--- src/rtl/csq_pkg.sv ---
package csq_pkg;

    localparam int unsigned CSQ_DUMMY_DEF = 82;
    localparam int unsigned CSQ_FULL_DEF  = 344;
    localparam int unsigned CSQ_LEAD_DEF  = 10;

    typedef enum logic [2:0] {
        ST_IDLE = 3'd0,
        ST_PRE  = 3'd1,
        ST_WAIT = 3'd2,
        ST_ARM  = 3'd3,
        ST_ACT  = 3'd4
    } csq_state_e;

    typedef struct packed {
        logic full_res;
        logic self_start;
    } csq_cfg_t;

    function automatic int unsigned scan_len(int unsigned full_len, logic full_res);
        return full_res ? full_len : (full_len / 2);
    endfunction

endpackage

--- src/rtl/csq_start_ctl.sv ---
module csq_start_ctl (
    input  logic clk,
    input  logic rst,
    input  logic gst_in,
    output logic load,
    output logic hold_err
);
    logic gst_q;

    assign load = gst_in;

    always_ff @(posedge clk) begin
        if (rst) begin
            gst_q    <= 1'b0;
            hold_err <= 1'b0;
        end else begin
            gst_q    <= gst_in;
            hold_err <= gst_in & gst_q;
        end
    end

    // an error pulse never stands alone after a low sample
    p_err_cause_r9: assert property (@(posedge clk) disable iff (rst)
        hold_err |-> $past(gst_in));
endmodule

--- src/rtl/csq_phase_fsm.sv ---
module csq_phase_fsm
    import csq_pkg::*;
#(
    parameter int unsigned DUMMY_CLKS = CSQ_DUMMY_DEF,
    parameter int unsigned PIX_FULL   = CSQ_FULL_DEF,
    parameter int unsigned LEAD_CLKS  = CSQ_LEAD_DEF,
    parameter int unsigned CNT_W      = 9
) (
    input  logic             clk,
    input  logic             rst,
    input  logic             load,
    input  logic             si,
    input  csq_cfg_t         cfg_in,
    output csq_state_e       state,
    output logic [CNT_W-1:0] cnt,
    output csq_cfg_t         cfg
);
    localparam logic [CNT_W-1:0] DUMMY_LAST = CNT_W'(DUMMY_CLKS);
    localparam logic [CNT_W-1:0] LEAD_LAST  = CNT_W'(LEAD_CLKS);
    localparam logic [CNT_W-1:0] ONE        = CNT_W'(1);

    logic [CNT_W-1:0] act_last;
    assign act_last = CNT_W'(scan_len(PIX_FULL, cfg.full_res));

    always_ff @(posedge clk) begin
        if (rst) begin
            state <= ST_IDLE;
            cnt   <= '0;
            cfg   <= '0;
        end else if (load) begin
            state <= ST_PRE;
            cnt   <= ONE;
            cfg   <= cfg_in;
        end else begin
            unique case (state)
                ST_IDLE: begin
                    cnt <= '0;
                end
                ST_PRE: begin
                    if (cnt == DUMMY_LAST) begin
                        state <= cfg.self_start ? ST_ACT : ST_WAIT;
                        cnt   <= cfg.self_start ? ONE : '0;
                    end else begin
                        cnt <= cnt + ONE;
                    end
                end
                ST_WAIT: begin
                    if (si) begin
                        state <= ST_ARM;
                        cnt   <= ONE;
                    end
                end
                ST_ARM: begin
                    if (cnt == LEAD_LAST) begin
                        state <= ST_ACT;
                        cnt   <= ONE;
                    end else begin
                        cnt <= cnt + ONE;
                    end
                end
                ST_ACT: begin
                    if (cnt == act_last) begin
                        state <= ST_IDLE;
                        cnt   <= '0;
                    end else begin
                        cnt <= cnt + ONE;
                    end
                end
                default: begin
                    state <= ST_IDLE;
                    cnt   <= '0;
                end
            endcase
        end
    end

    // any captured start restarts the pre-scan phase
    p_restart_r10: assert property (@(posedge clk) disable iff (rst)
        load |=> (state == ST_PRE && cnt == ONE));

    // the head die moves to pixel 1 right after the last dummy clock
    p_selfstart_r2: assert property (@(posedge clk) disable iff (rst)
        (!load && state == ST_PRE && cnt == DUMMY_LAST && cfg.self_start)
        |=> (state == ST_ACT && cnt == ONE));

    // a chained die holds in the wait phase until its local start
    p_wait_hold_r6: assert property (@(posedge clk) disable iff (rst)
        (!load && state == ST_WAIT && !si) |=> (state == ST_WAIT));

    // the scan ends in idle after its last pixel
    p_end_idle_r11: assert property (@(posedge clk) disable iff (rst)
        (!load && state == ST_ACT && cnt == act_last) |=> (state == ST_IDLE));
endmodule

--- src/rtl/csq_out_stage.sv ---
module csq_out_stage
    import csq_pkg::*;
#(
    parameter int unsigned PIX_FULL  = CSQ_FULL_DEF,
    parameter int unsigned LEAD_CLKS = CSQ_LEAD_DEF,
    parameter int unsigned CNT_W     = 9,
    parameter int unsigned IDX_W     = 9
) (
    input  csq_state_e       state,
    input  logic [CNT_W-1:0] cnt,
    input  csq_cfg_t         cfg,
    output logic [IDX_W-1:0] pix_idx,
    output logic             pix_valid,
    output logic             amp_en,
    output logic             eos
);
    logic [CNT_W-1:0] eos_pos;
    logic             in_act;

    assign eos_pos = CNT_W'(scan_len(PIX_FULL, cfg.full_res) - LEAD_CLKS);
    assign in_act  = (state == ST_ACT);

    always_comb begin
        pix_valid = in_act;
        amp_en    = in_act;
        pix_idx   = in_act ? IDX_W'(cnt) : '0;
        eos       = in_act && (cnt == eos_pos);
    end
endmodule

--- src/rtl/csq_scan_seq.sv ---
module csq_scan_seq
    import csq_pkg::*;
#(
    parameter int unsigned DUMMY_CLKS = CSQ_DUMMY_DEF,
    parameter int unsigned PIX_FULL   = CSQ_FULL_DEF,
    parameter int unsigned LEAD_CLKS  = CSQ_LEAD_DEF,
    localparam int unsigned IDX_W     = $clog2(PIX_FULL + 1),
    localparam int unsigned CNT_MAX   = (DUMMY_CLKS > PIX_FULL) ? DUMMY_CLKS : PIX_FULL,
    localparam int unsigned CNT_W     = $clog2(CNT_MAX + 1)
) (
    input  logic             clk,
    input  logic             rst,
    input  logic             gst_in,
    input  logic             si_in,
    input  logic             first_sel,
    input  logic             res_full,
    output logic [IDX_W-1:0] pix_idx,
    output logic             pix_valid,
    output logic             amp_en,
    output logic             eos_out,
    output logic             start_err
);
    logic             load;
    csq_state_e       state;
    logic [CNT_W-1:0] cnt;
    csq_cfg_t         cfg_in, cfg;

    assign cfg_in = '{full_res: res_full, self_start: first_sel};

    csq_start_ctl u_start (
        .clk      (clk),
        .rst      (rst),
        .gst_in   (gst_in),
        .load     (load),
        .hold_err (start_err)
    );

    csq_phase_fsm #(
        .DUMMY_CLKS (DUMMY_CLKS),
        .PIX_FULL   (PIX_FULL),
        .LEAD_CLKS  (LEAD_CLKS),
        .CNT_W      (CNT_W)
    ) u_fsm (
        .clk    (clk),
        .rst    (rst),
        .load   (load),
        .si     (si_in),
        .cfg_in (cfg_in),
        .state  (state),
        .cnt    (cnt),
        .cfg    (cfg)
    );

    csq_out_stage #(
        .PIX_FULL  (PIX_FULL),
        .LEAD_CLKS (LEAD_CLKS),
        .CNT_W     (CNT_W),
        .IDX_W     (IDX_W)
    ) u_out (
        .state     (state),
        .cnt       (cnt),
        .cfg       (cfg),
        .pix_idx   (pix_idx),
        .pix_valid (pix_valid),
        .amp_en    (amp_en),
        .eos       (eos_out)
    );

    // the handoff pulse lasts one clock
    p_eos_single_r5: assert property (@(posedge clk) disable iff (rst)
        eos_out |=> !eos_out);

    // the handoff pulse lands on pixel N-10
    p_eos_pos_r5: assert property (@(posedge clk) disable iff (rst)
        eos_out |-> (pix_valid &&
            pix_idx == IDX_W'(scan_len(PIX_FULL, cfg.full_res) - LEAD_CLKS)));

    // amplifier powered only while a pixel is driven
    p_amp_idle_r8: assert property (@(posedge clk) disable iff (rst)
        !pix_valid |-> !amp_en);

    // index stays inside the active range
    p_idx_range_r3: assert property (@(posedge clk) disable iff (rst)
        pix_valid |-> (pix_idx >= IDX_W'(1) && pix_idx <= IDX_W'(PIX_FULL)));

    // a start held over two samples raises the error flag
    p_hold_flag_r9: assert property (@(posedge clk) disable iff (rst)
        (gst_in ##1 gst_in) |=> start_err);
endmodule

--- config.mk ---
export PLATFORM = sky130hd
export DESIGN_NAME = csq_scan_seq
export DESIGN_NICKNAME = d
export VERILOG_FILES = /design/src/rtl/csq_pkg.sv /design/src/rtl/csq_start_ctl.sv /design/src/rtl/csq_phase_fsm.sv /design/src/rtl/csq_out_stage.sv /design/src/rtl/csq_scan_seq.sv
export SDC_FILE = /design/constraint.sdc
export NUM_CORES = 1
export LEC_CHECK = 0
export ABC_AREA = 1
export BUFFER_PORTS_ARGS = -buffer_cell sky130_fd_sc_hd__buf_2
export CORE_ASPECT_RATIO = 1.2
export CORE_UTILIZATION = 60
export DETAILED_ROUTE_END_ITERATION = 16
export GPL_TIMING_DRIVEN = 0
export PLACE_DENSITY = 0.86
export SLEW_MARGIN = 20
export SYNTH_ARGS = -nofsm -noshare
export SYNTH_HDL_FRONTEND = slang
export SYNTH_SLANG_ARGS = --single-unit
--- constraint.sdc ---
create_clock -name clk -period 2.6 [get_ports clk]
set_input_delay 0.39 -clock clk [delete_from_list [all_inputs] [get_ports clk]]
set_output_delay 0.39 -clock clk [all_outputs]
set_load 0.02 [all_outputs]
==> metrics <==
run status finished, final reports clean; post-synthesis sequential area ratio 26.28%; Avg Cell Area, Syn 6.448 sq um; CP endpoint kind output port; Max-cap violations 0; M1 GR Usage 33.12%; Clk pwr share 28.2%; # port buffers 18; Fin Setup TNS 0 ns; final hold vios 0; layer with the highest usage met2; Internal 399.5 uW; RSZ-0062 raised after global routing no; Switching Share 34.26%; Post-Syn Area 0.001219 sq mm; power density cells 444.0 mW/mm^2; Worst Setup Slack, final 0.4328 ns; Max-slew headroom 69.97%; Worst Min Path Start rst; layout filler cell count 173; Placed Cells 226; Starting Density 65.11%; leakage power 0.0006715 uW; Wirelength per Cell 12.20 microns; Tot Pwr 607.7 uW; Initial DRC Count 27; max frequency 461.4 MHz; CP arrival 1.78 ns; Max FO, Critical Path 7; most common cell after layout, fill and taps aside nand2_1; Post-Syn Instances 189; initial antenna violation count 0; vias post-DR 1245; area of the die 0.002216 sq mm; pin count of the biggest net entering global routing 10; DP HPWL 2.168 mm; Max VDD drop 0.3872 mV; die height 51.37 microns; Post-DRT Antenna Nets 0; Worst Tran Pin Value 0.4487 ns; part of the power in registers 44.7%; Net Count, Synth 198; final layout net count 221; share of layout cells above drive strength 1 26.54%; Root Driver clkbuf_4; Synth cell types 31; CP required 2.21 ns; Skew-Pair Late Insertion Delay 0.31 ns; # rows 17; core area 0.001872 sq mm; area grow syn2layout 12.32%; Crit path max-delay family simple AND/OR/NAND/NOR gates; sequence of cells on the critical path inv_1, nor3_4, nand3_1, nor4_1, buf_2; DIE WIDTH 43.14 microns; pre-CTS setup slack 0.7849 ns; CTS Sinks 16; switching power 208.2 uW; antenna cells 0; most frequent cells in the layout 46 x nand2_1, 30 x nor2_1, 22 x inv_1, 19 x buf_2, 16 x dfxtp_1; critical path class reg -> out; worst r2r src u_fsm.cnt[0]; Slowest cell on crit path dfxtp_1; Worst Hold Class in -> reg; Clock Skew 0.008203 ns; placer's final routability congestion estimate 0.8447; vias in the first global route 1146; Layout Cells excl Fill 230; min Tclk post-route 2.167 ns; count of final setup violators 0; hold_buf cts 0; Yosys warnings 0; grt ovf 0; Clock Tree Buf Depth 2; setup bufs post-CTS 0; WP buf/inv 2; first-pass GRT wire length 4.892 mm; CTS tree built; CP max stage delay 0.48 ns; Post-CTS Resized 0; Ports 19; Comb pwr share 27.1%; Num CTS Buffers 3; crit path from u_fsm.state[2]; met2 Track Usage GR 51.49%; Slew Limit Fails 0; Final Util 73.13%; flop and latch count out of synthesis 16; Total GRT Usage 29.56%; clock slew at reported path FFs 0.10 ns; DR pass1 iterations 5; met3 usage 6.007%; final wirelength 2.805 mm; maximum level of the CTS H-tree 1; Avg Vias per Cell 5.413; DRC viols 0; final worst path period share 83.35%; critical path startpoint category flop
## per-layer routing
layer	share of wire, %	vias to the layer above
met5	0	-
met4	3.1	0
met3	4.4	9
met2	51	36
met1	41	561
li1	-	639
## cells in the mapped netlist (all sizes together)
cell | n | area share, %
ha | 3 | 3.1
nand4 | 4 | 2.1
o21ai | 8 | 3.6
nand2 | 49 | 17
dfxtp | 16 | 26
or2 | 1 | 0.51
nand3b | 2 | 1.2
o31ai | 1 | 0.62
inv | 32 | 10
o21bai | 1 | 0.62
buf | 2 | 1.0
nand3 | 15 | 7.0
a31oi | 1 | 0.51
nor2 | 39 | 17
a21oi | 9 | 4.3
nor3 | 5 | 4.7
nor4 | 1 | 0.51
## through the flow
| stage | instance area [sq um] | hold WS (ns) |
|---|---|---|
| floorplan | 1219 | 0.4020 |
| global placement | 1333 | 0.4031 |
| global route | 1369 | 0.2868 |
| detailed placement | 1333 | 0.4218 |
| CTS | 1369 | 0.2866 |
| finish | 1369 | 0.2825 |
## layout make-up
class	count	area (sq um)	area share, %
clock buffer	4	36.28	2.651
timing repair buffer	18	90.09	6.581
buffer	2	12.51	0.9141
multi-input combinational	139	763.2	55.76
sequential	16	320.3	23.40
inverter	32	122.6	8.958
tap	19	23.77	1.737
## registers in the layout, indices dropped and copies added (netlist names)
| register | cells |
|---|---|
| u_fsm.state | 3 |
| u_start.hold_err | 1 |
| u_fsm.cfg | 2 |
| u_fsm.cnt | 9 |
| u_start.gst_q | 1 |
## final timing paths
check / end / slack (ns) / cells after the start
worst min register to register: u_start.hold_err / 0.44 / 2
worst max register to register: u_fsm.cnt[4] / 0.83 / 11
worst max-delay path: eos_out / 0.43 / 5
worst min-delay path: u_fsm.cnt[0] / 0.28 / 2
## cell families (layout without fill, tap and decap cells)
kind of cell,Yosys count,in the layout,share of synthesized area [%]
compound gates,20,20,9.652
fa+ha+maj,3,3,3.080
buf+inv,34,56,11.09
flops,16,16,26.28
simple gates,116,116,49.90
## power groups by stage
stage	sequential (uW)	combinational, uW	clock [uW]
3_5_place_dp	278	162	0
3_3_place_gp	277	156	0
6_report	272	164	171
2_1_floorplan	275	131	0
5_1_grt	274	186	186
4_1_cts	272	164	172
Power figures use the tool's default switching activity.
